$ cat config.mk
export PLATFORM = sky130hd
export DESIGN_NAME = seg_agu
export DESIGN_NICKNAME = d
export VERILOG_FILES = /design/src/rtl/seg_agu_pkg.sv /design/src/rtl/agu_offset_calc.sv /design/src/rtl/agu_limit_check.sv /design/src/rtl/agu_linear_sum.sv /design/src/rtl/agu_out_stage.sv /design/src/rtl/seg_agu.sv
export SDC_FILE = /design/constraint.sdc
export NUM_CORES = 1
export LEC_CHECK = 0
export ABC_AREA = 1
export BUFFER_PORTS_ARGS = -buffer_cell sky130_fd_sc_hd__buf_4
export CORE_MARGIN = 8
export CORE_UTILIZATION = 40
export CTS_CLUSTER_DIAMETER = 100
export DETAILED_ROUTE_END_ITERATION = 7
export SKIP_CTS_REPAIR_TIMING = 1
export SYNTH_ARGS = -nofsm -noshare
export SYNTH_HDL_FRONTEND = slang
export SYNTH_HIERARCHICAL = 1
export SYNTH_SLANG_ARGS = --single-unit
$ cat constraint.sdc
create_clock -name clk -period 6 [get_ports clk]
set_input_delay 0.3 -clock clk [delete_from_list [all_inputs] [get_ports clk]]
set_output_delay 0.3 -clock clk [all_outputs]
set_load 0.01 [all_outputs]
$ cat src/rtl/seg_agu_pkg.sv
package seg_agu_pkg;
  typedef enum logic {MODE_REAL = 1'b0, MODE_PROT = 1'b1} agu_mode_e;

  // Width of a real-mode sum: shifted segment plus carry.
  function automatic int real_sum_w(input int seg_w, input int seg_shift);
    return seg_w + seg_shift + 1;
  endfunction
endpackage

$ cat src/rtl/agu_offset_calc.sv
module agu_offset_calc #(
  parameter int AW = 32,
  parameter int SCW = 2
) (
  input  logic [AW-1:0]  base,
  input  logic           base_vld,
  input  logic [AW-1:0]  index,
  input  logic           index_vld,
  input  logic [SCW-1:0] scale,
  input  logic [AW-1:0]  disp,
  output logic [AW-1:0]  offset
);
  logic [AW-1:0] base_term;
  logic [AW-1:0] index_term;

  always_comb begin
    base_term  = base_vld  ? base : '0;
    index_term = index_vld ? (index << scale) : '0;
    offset     = base_term + index_term + disp;
  end
endmodule

$ cat src/rtl/agu_limit_check.sv
module agu_limit_check #(
  parameter int AW = 32,
  parameter int LIMW = 20,
  parameter int PG_SHIFT = 12
) (
  input  logic [AW-1:0]   offset,
  input  logic [LIMW-1:0] limit,
  input  logic            gran,
  output logic            fault
);
  localparam int EW = LIMW + PG_SHIFT;
  localparam int CW = (EW > AW) ? EW : AW;

  logic [CW-1:0] eff_limit;
  logic [CW-1:0] off_ext;

  always_comb begin
    if (gran) eff_limit = CW'({limit, {PG_SHIFT{1'b1}}});
    else      eff_limit = CW'(limit);
    off_ext = CW'(offset);
    fault   = off_ext > eff_limit;
  end
endmodule

$ cat src/rtl/agu_linear_sum.sv
module agu_linear_sum
  import seg_agu_pkg::*;
#(
  parameter int AW = 32,
  parameter int SEGW = 16,
  parameter int SEG_SHIFT = 4,
  parameter int ROFFW = 16
) (
  input  agu_mode_e       mode,
  input  logic [SEGW-1:0] seg,
  input  logic [AW-1:0]   desc_base,
  input  logic [AW-1:0]   offset,
  output logic [AW-1:0]   lin
);
  localparam int RW = real_sum_w(SEGW, SEG_SHIFT);

  logic [RW-1:0] real_sum;

  always_comb begin
    real_sum = RW'({seg, {SEG_SHIFT{1'b0}}}) + RW'(offset[ROFFW-1:0]);
    if (mode == MODE_PROT) lin = desc_base + offset;
    else                   lin = AW'(real_sum);
  end
endmodule

$ cat src/rtl/agu_out_stage.sv
module agu_out_stage #(
  parameter int W = 33
) (
  input  logic         clk,
  input  logic         rst_n,
  input  logic         up_valid,
  output logic         up_ready,
  input  logic [W-1:0] up_data,
  output logic         dn_valid,
  input  logic         dn_ready,
  output logic [W-1:0] dn_data
);
  assign up_ready = !dn_valid || dn_ready;

  always_ff @(posedge clk) begin
    if (!rst_n) begin
      dn_valid <= 1'b0;
      dn_data  <= '0;
    end else if (up_ready) begin
      dn_valid <= up_valid;
      if (up_valid) dn_data <= up_data;
    end
  end
endmodule

$ cat src/rtl/seg_agu.sv
module seg_agu
  import seg_agu_pkg::*;
#(
  parameter int AW = 32,
  parameter int SEGW = 16,
  parameter int LIMW = 20,
  parameter int SCW = 2,
  parameter int SEG_SHIFT = 4,
  parameter int ROFFW = 16,
  parameter int PG_SHIFT = 12
) (
  input  logic            clk,
  input  logic            rst_n,
  input  logic            in_valid,
  output logic            in_ready,
  input  logic            in_prot,
  input  logic [AW-1:0]   in_base,
  input  logic            in_base_vld,
  input  logic [AW-1:0]   in_index,
  input  logic            in_index_vld,
  input  logic [SCW-1:0]  in_scale,
  input  logic [AW-1:0]   in_disp,
  input  logic [SEGW-1:0] in_seg,
  input  logic [AW-1:0]   in_desc_base,
  input  logic [LIMW-1:0] in_desc_limit,
  input  logic            in_desc_gran,
  output logic            out_valid,
  input  logic            out_ready,
  output logic [AW-1:0]   out_lin,
  output logic            out_limit_fault
);
  localparam int PW = AW + 1;

  agu_mode_e     mode;
  logic [AW-1:0] offset;
  logic [AW-1:0] lin;
  logic          raw_fault;
  logic          fault;
  logic [PW-1:0] pay_in;
  logic [PW-1:0] pay_out;

  assign mode = agu_mode_e'(in_prot);

  agu_offset_calc #(.AW(AW), .SCW(SCW)) u_off (
    .base(in_base), .base_vld(in_base_vld),
    .index(in_index), .index_vld(in_index_vld),
    .scale(in_scale), .disp(in_disp), .offset(offset)
  );

  agu_limit_check #(.AW(AW), .LIMW(LIMW), .PG_SHIFT(PG_SHIFT)) u_lim (
    .offset(offset), .limit(in_desc_limit), .gran(in_desc_gran), .fault(raw_fault)
  );

  agu_linear_sum #(.AW(AW), .SEGW(SEGW), .SEG_SHIFT(SEG_SHIFT), .ROFFW(ROFFW)) u_lin (
    .mode(mode), .seg(in_seg), .desc_base(in_desc_base), .offset(offset), .lin(lin)
  );

  // Real mode carries no protection check.
  assign fault  = (mode == MODE_PROT) && raw_fault;
  assign pay_in = {fault, lin};

  agu_out_stage #(.W(PW)) u_out (
    .clk(clk), .rst_n(rst_n),
    .up_valid(in_valid), .up_ready(in_ready), .up_data(pay_in),
    .dn_valid(out_valid), .dn_ready(out_ready), .dn_data(pay_out)
  );

  assign out_lin         = pay_out[AW-1:0];
  assign out_limit_fault = pay_out[AW];
endmodule

==> results of run 1 <==
synth_stat cells, drive strengths merged:
cell / n / area [um2]
o22ai: 26 / 163
o21bai: 8 / 60.1
nor3b: 1 / 7.51
ha: 105 / 1310
a21oi: 117 / 597
nor4: 1 / 6.26
inv: 328 / 1230
clkinv: 1 / 3.75
nor3: 14 / 100
and3b: 1 / 8.76
dfxtp: 34 / 681
fa: 34 / 681
o21ai: 34 / 170
xnor2: 5 / 43.8
nand2: 633 / 2440
nand3b: 5 / 37.5
or2: 2 / 12.5
o2bb2ai: 1 / 8.76
a21boi: 1 / 7.51
a21o: 5 / 37.5
and2: 3 / 18.8
xor2: 20 / 175
buf: 27 / 156
nor2: 153 / 602
nand3: 118 / 626
mux2i: 35 / 350
nand4: 12 / 75.1
o21a: 4 / 30.0
clkbuf: 11 / 41.3
cells by family after synthesis:
| group | Yosys count | synth area share |
|---|---|---|
| flip-flops | 34 | 0.0703 |
| XOR/XNOR | 25 | 0.0226 |
| AO/OA/AOI/OAI | 196 | 0.111 |
| adder cells (fa/ha/maj) | 139 | 0.206 |
| buffers and inverters | 367 | 0.148 |
| AND/OR/NAND/NOR | 943 | 0.406 |
| multiplexers | 35 | 0.0362 |
cell usage in the layout, fill, tap and decap left out, types with 32 or more instances in the layout:
cell / synthesis / layout
a21oi_1: 114 / 114
buf_4: 6 / 215
dfxtp_1: 34 / 34
fa_1: 34 / 34
ha_1: 105 / 105
inv_1: 320 / 320
mux2i_1: 35 / 35
nand2_1: 607 / 607
nand3_1: 111 / 111
nor2_1: 142 / 142
o21ai_0: 32 / 32
per-layer routing:
metal,vias to the layer above,global-route usage
met2,322,0.439
met1,4971,0.275
met3,66,0.0347
li1,5803,-
met5,-,0
met4,0,0.0994
flip-flops by register name, indices dropped and copies added (netlist names):
name            cells
u_out/dn_data      33
u_out/dn_valid      1
worst min path at each step:
| stage | endpoint | depth (start not counted) | slack [ns] |
|---|---|---|---|
| 2_1_floorplan | u_out/dn_data[19] | 2 | 0.52 |
| 3_3_place_gp | u_out/dn_data[14] | 2 | 0.46 |
| 3_5_place_dp | u_out/dn_data[27] | 2 | 0.47 |
| 4_1_cts | u_out/dn_data[21] | 3 | 0.43 |
| 5_1_grt | u_out/dn_data[14] | 3 | 0.46 |
| 6_report | u_out/dn_data[24] | 3 | 0.43 |
metrics by stage:
step | cell area (um2) | total power (W) | utilization | instances
2_1_floorplan | 9690 | 0.00227 | - | 1739
3_3_place_gp | 11500 | 0.00311 | 0.479 | 2240
3_5_place_dp | 11500 | 0.00312 | 0.479 | 2240
4_1_cts | 11600 | 0.00339 | 0.485 | 2246
5_1_grt | 11600 | 0.00381 | 0.485 | 2246
6_report | 11600 | 0.00339 | 0.485 | 2246
worst max-delay path: stages:
cell	delay [ns]
buf_4	0.40
mux2i_1	0.17
o21ai_0	0.42
fa_1	0.55
fa_1	0.52
nand3_1	0.13
nand3_2	0.09
nand2_1	0.08
nand2_2	0.10
nand2_1	0.09
nand2_2	0.08
xor2_1	0.51
ha_1	0.38
nand2_1	0.10
inv_1	0.06
nand2_1	0.13
inv_1	0.08
a21oi_1	0.19
nand2_2	0.09
o21ai_0	0.42
nand2_1	0.09
inv_1	0.07
nand3_1	0.07
nand2_1	0.10
nor2_1	0.04
power breakdown:
group | leakage [nW] | internal, W | switching (W)
logic | 6.85 | 0.00101 | 0.00185
clock network | 0.0688 | 0.000160 | 0.0000868
registers | 0.282 | 0.000260 | 0.0000199
layout make-up:
type                       instances  area (um2)  share of cell area
clock buffer                       6         139              0.0119
timing repair buffer             215        1610               0.139
inverter                         329        1230               0.106
tap                              324         405              0.0348
sequential                        34         681              0.0584
multi-input combinational       1338        7570               0.650
==> qor.txt, run 1 <==
Status -> complete, no violations
CP endpoint -> u_out/dn_data[15]
Row cnt -> 57
Count of state elements after synthesis -> 34
Syn Inst Count -> 1,739
Crit. End Element -> flop
Synth cell types -> 39
Critical path type -> primary input to flop
Tmin final -> 5.13 ns
Worst hold start -> rst_n
GRT Resource Usage Total -> 0.240
Mapped Nets -> 2,052
Die area -> 29,400 um2
Lkg Pwr -> 7.20 nW
DRT iter0 DRCs -> 679
Fin crit share -> 0.854
Final #Nets -> 2,236
CTS sink count -> 34
Fillers -> 2,707
Met2 WL -> 17,100 um
Vias in the first global route -> 11,300
Routed WL per cell -> 15.7 um
Worst-path clk slew -> 0.05 ns
Final setup viols -> 0
R2r worst-path depth -> 5
Max Used Layer -> met4
Max_slew headroom -> 0.472
Vias/cell -> 4.97
Slew Viols, Final -> 0
Core area -> 24,000 um2
Post-route antenna net violation count -> 0
Flop-to-flop setup slack -> 4.56 ns
Peak supply drop -> 0.186 mV
Worst Hold Slack -> 0.435 ns
IO Port Bufs -> 208
CP arrival -> 5.29 ns
DRT Pass-1 Iters -> 5
R2R Path End -> u_out/dn_data[0]
DR vias -> 11,200
GRT overflow -> 0
Final worst setup slack -> 0.874 ns
Htree depth -> 2
CTS tree -> yes
CP required -> 6.17 ns
# IOs -> 209
Die height -> 172 um
Avg Inst Size Synth -> 5.57 um2
Final GP Congestion -> 0.950
Initial antenna violation count -> 0
YS warnings -> 6
Routed wire length -> 35,300 um
Pin count of the biggest net entering global routing -> 69
Crit path from -> in_scale[0]
Worst Tran Pin Value -> 0.787 ns
ANT cells -> 0
Final Hold Viols -> 0
Fmax -> 195 MHz
Clock Latency Late Sink -> 0.28 ns
M1 WL -> 14,600 um
First-pass GRT wire length -> 56,300 um
Hold Crit Class -> primary input to flop
Power Dens Cells -> 291 nW/um2
Max Cap Viol -> 0
Root buffer cell -> clkbuf_16
DRC viols -> 0
Starting density of the core -> 0.403
TNS Setup -> 0 ns
Final HPWL from detailed placement -> 30,800 um
Met3 Wirelength -> 2090 um
Critical Path Source Type -> primary input
Crit Path Max Fanout -> 34
RSZ-0062 raised after global routing -> false
Pre-CTS WS -> 0.596 ns
Share of post-route cells with drive strength above 1 -> 0.147
Worst-case clock buffer depth -> 2
Worst clock skew -> 0.00641 ns
Area Growth Syn to Fin -> 20.2%
Post-Syn Area -> 9690 um2
Die X -> 172 um
Total clock buffers created by CTS -> 5
Origin of the critical flop-to-flop path -> u_out/dn_valid
Sequential element share of the synthesized area -> 0.0703
(Power assumes the default switching activity.)
==> run 2, diff against run 1 <==
Settings changed: TNS_END_PERCENT from default to 20.
Clock period 6 ns to 4.9 ns, I/O delays scaled along.
==> qor.txt, run 2 (synthesis results as in run 1) <==
Status -> complete, no violations
Lkg Pwr -> 7.36 nW
ANT cells -> 0
Crit-path most repeated cell -> nand2_1
DRT iter0 DRCs -> 783
Final Util -> 0.497
Pin count of the biggest net entering global routing -> 69
Worst-case clock buffer depth -> 2
Origin of the critical flop-to-flop path -> u_out/dn_valid
Critical path type -> primary input to flop
Commonest non-fill, non-tap cell in the layout -> nand2_1
Worst-path clk slew -> 0.06 ns
Routed wire length -> 35,200 um
CP peak stage delay -> 0.54 ns
Critical Path Source Type -> primary input
Final #Nets -> 2,267
Peak supply drop -> 0.233 mV
# IOs -> 209
CP max-delay cell -> fa_1
Power Dens Cells -> 358 nW/um2
Final GP Congestion -> 0.930
Vias in the first global route -> 11,100
IO Port Bufs -> 208
Starting density of the core -> 0.403
Die area -> 29,400 um2
Most frequent cells in the layout -> nand2_1, inv_1, buf_4
Share of post-route cells with drive strength above 1 -> 0.165
Initial antenna violation count -> 0
Pre-CTS WS -> -0.289 ns
Die X -> 172 um
Htree depth -> 2
Worst clock skew -> 0.00427 ns
Clock Latency Late Sink -> 0.28 ns
Vias/cell -> 4.96
Tmin final -> 4.54 ns
Post-route antenna net violation count -> 0
Core area -> 24,000 um2
Area Growth Syn to Fin -> 23.2%
Max Cap Viol -> 0
Max_slew headroom -> 0.477
DRC viols -> 0
Crit. End Element -> flop
CTS tree -> yes
First-pass GRT wire length -> 55,500 um
Fin crit share -> 0.926
Largest Register -> u_out/dn_data
Row cnt -> 57
Crit path from -> in_scale[0]
Die height -> 172 um
GRT Resource Usage Total -> 0.237
Worst Hold Slack -> 0.384 ns
GRT overflow -> 0
Crit Path Max Fanout -> 17
CP required -> 5.07 ns
CTS sink count -> 34
Final Cell Area -> 11,900 um2
Hold Crit Class -> primary input to flop
Worst hold start -> rst_n
Final Hold Viols -> 0
Fmax -> 220 MHz
Routed WL per cell -> 15.4 um
WP buf/inv -> 7
Flop-to-flop setup slack -> 3.49 ns
Final worst setup slack -> 0.361 ns
Slew Viols, Final -> 0
DR vias -> 11,300
Worst Tran Pin Value -> 0.780 ns
Design Power -> 0.00427 W
CP top delay family -> simple AND/OR/NAND/NOR gates
Total clock buffers created by CTS -> 5
Final HPWL from detailed placement -> 30,600 um
CP arrival -> 4.71 ns
Root buffer cell -> clkbuf_16
Final setup viols -> 0
Number of flip-flops in the largest register -> 33
Placed cell areas -> 11,800 um2
Largest registers -> u_out/dn_data (33), u_out/dn_valid (1)
DRT Pass-1 Iters -> 5
## run 2: changes by cell type in the layout (fill, tap and decap cells not counted), sizes merged
cell,delta
buf,+31
clkbuf,-1
clkinv,+2
## run 2: area by class of cell
| class | instances | area, um2 |
|---|---|---|
| clock buffers | 5 | 125 |
| clock inverters | 2 | 10.0 |
| fillers | 2647 | 12100 |
| inverters | 329 | 1230 |
| multi-input cells | 1338 | 7620 |
| flip-flops and latches | 34 | 681 |
| well taps | 324 | 405 |
| repair buffers | 246 | 1860 |
## run 2: through the flow
step / setup TNS, ns / instances
4_1_cts: -0.0175 / 2278
2_1_floorplan: 0 / 1739
5_1_grt: -0.0199 / 2278
3_3_place_gp: -0.845 / 2271
3_5_place_dp: -2.68 / 2271
6_report: 0 / 2278
## run 2: power breakdown
part / switching (W) / internal [W] / total, W
Combinational: 0.00229 / 0.00134 / 0.00364
Sequential: 0.0000219 / 0.000318 / 0.000340
Clock: 0.000113 / 0.000183 / 0.000297
## run 2: path summary, 6_finish.rpt
path                                     endpoint  cells after the start
worst min register to register  u_out/dn_data[28]                      2
worst max-delay path            u_out/dn_data[27]                     31
worst min-delay path            u_out/dn_data[29]                      3
worst max register to register   u_out/dn_data[0]                      5
## run 2: tightest hold or removal path, stage by stage
cell     delay (ns)
buf_4          0.23
nand2_1        0.11
nor2_1         0.03
## run 2: layer usage
layer,global-route usage,part of all wire,up-vias
met3,0.0351,0.064,51
met2,0.428,0.49,327
met1,0.279,0.41,5084
met5,0,0,-
met4,0.0873,0.035,0
li1,-,-,5847
==> run 3, diff against run 2 <==
Settings changed: HOLD_SLACK_MARGIN from default to 0.05.
Clock period 4.9 ns to 5.4 ns, I/O delays scaled along.
==> qor.txt, run 3 (synthesis results as in run 1) <==
Origin of the critical flop-to-flop path -> u_out/dn_valid
Largest Register -> u_out/dn_data
Worst-case clock buffer depth -> 2
GRT Resource Usage Total -> 0.236
CP endpoint -> u_out/dn_data[18]
Crit Path Max Fanout -> 28
ANT cells -> 0
Max_slew headroom -> 0.498
Fillers -> 2,681
Worst clock skew -> 0.00619 ns
Die area -> 29,400 um2
Share of post-route cells with drive strength above 1 -> 0.149
R2R Path End -> u_out/dn_data[0]
Crit. End Element -> flop
Status -> complete, no violations
Final Hold Viols -> 0
Post-route antenna net violation count -> 0
Worst Hold Slack -> 0.395 ns
Largest registers -> u_out/dn_data (33), u_out/dn_valid (1)
Die X -> 172 um
Root buffer cell -> clkbuf_16
Slew Viols, Final -> 0
Fin crit share -> 0.929
Final GP Congestion -> 0.969
Max Cap Viol -> 0
IO Port Bufs -> 208
DR vias -> 11,000
Routed wire length -> 34,900 um
Row cnt -> 57
Critical path type -> primary input to flop
DRC viols -> 0
Routed WL per cell -> 15.5 um
Flop-to-flop setup slack -> 3.92 ns
Final #Nets -> 2,239
Final setup viols -> 0
Core area -> 24,000 um2
Peak supply drop -> 0.208 mV
RSZ-0062 raised after global routing -> false
Design Power -> 0.00387 W
CP required -> 5.62 ns
Worst-path clk slew -> 0.06 ns
Hold Crit Class -> primary input to flop
# IOs -> 209
Htree depth -> 2
Initial antenna violation count -> 0
Vias/cell -> 4.90
DRT iter0 DRCs -> 645
Tmin final -> 5.02 ns
Crit path from -> in_scale[1]
Critical Path Source Type -> primary input
CTS tree -> yes
First-pass GRT wire length -> 55,400 um
Clock Latency Late Sink -> 0.28 ns
Final Util -> 0.488
Number of flip-flops in the largest register -> 33
Fmax -> 199 MHz
Most frequent cells in the layout -> nand2_1, inv_1, buf_4
Lkg Pwr -> 7.24 nW
Power Dens Cells -> 330 nW/um2
DRT Pass-1 Iters -> 5
Die height -> 172 um
Final HPWL from detailed placement -> 30,700 um
Commonest non-fill, non-tap cell in the layout -> nand2_1
Vias in the first global route -> 11,000
Area Growth Syn to Fin -> 21.0%
Worst Tran Pin Value -> 0.749 ns
R2r worst-path depth -> 5
CP arrival -> 5.24 ns
TNS Setup -> 0 ns
GRT overflow -> 0
Starting density of the core -> 0.403
Total clock buffers created by CTS -> 5
Pin count of the biggest net entering global routing -> 69
CTS sink count -> 34
run 3: cell type report:
cell class                 instances  area [um2]  area share
clock buffer                       5         125      0.0107
clock inverter                     3        68.8     0.00587
inverter                         329        1230       0.105
multi-input combinational       1338        7570       0.646
sequential                        34         681      0.0581
tap                              324         405      0.0346
timing repair buffer             218        1640       0.140
run 3: worst min path at each step:
stage                 startpoint  cells past startpoint                 to  slack (ns)
6_report                   rst_n                      3  u_out/dn_data[32]        0.39
5_1_grt                    rst_n                      3  u_out/dn_data[21]        0.41
4_1_cts                    rst_n                      3  u_out/dn_data[17]        0.39
3_5_place_dp   u_out/dn_data[12]                      2  u_out/dn_data[12]        0.47
3_3_place_gp    u_out/dn_data[7]                      2   u_out/dn_data[7]        0.46
2_1_floorplan  u_out/dn_data[19]                      2  u_out/dn_data[19]        0.52
run 3: power breakdown:
group / internal, W / leakage, nW / switching [W]
combinational: 0.00114 / 6.86 / 0.00205
clock: 0.000265 / 0.0940 / 0.000108
sequential: 0.000288 / 0.282 / 0.0000198
run 3: critical path: stages:
cell     delay (ns)
buf_4          0.12
nor2_2         0.20
inv_2          0.22
o21ai_0        0.44
fa_1           0.55
fa_1           0.55
nand3_1        0.14
nand3_2        0.10
nand2_1        0.09
nand2_2        0.10
nand2_1        0.09
nand2_2        0.10
xor2_1         0.60
ha_1           0.40
a21oi_1        0.22
o21ai_0        0.15
a21oi_1        0.21
nand2_1        0.07
nand2_1        0.06
nand3_1        0.16
nand2_1        0.13
inv_1          0.04
nand3_1        0.07
nand2_1        0.06
nor2_1         0.08
run 3: metrics by stage:
stage	instance area (um2)	setup slack [ns]	instances
3_5_place_dp	11500	0.106	2243
6_report	11700	0.384	2251
3_3_place_gp	11500	0.182	2243
2_1_floorplan	9690	1.36	1739
5_1_grt	11700	0.0807	2251
4_1_cts	11700	0.445	2251
run 3: layer usage:
layer / track usage / up-vias / part of all wire
met5: 0 / - / 0
li1: - / 5785 / -
met2: 0.439 / 326 / 0.49
met3: 0.0289 / 69 / 0.062
met1: 0.270 / 4860 / 0.41
met4: 0.0904 / 0 / 0.041
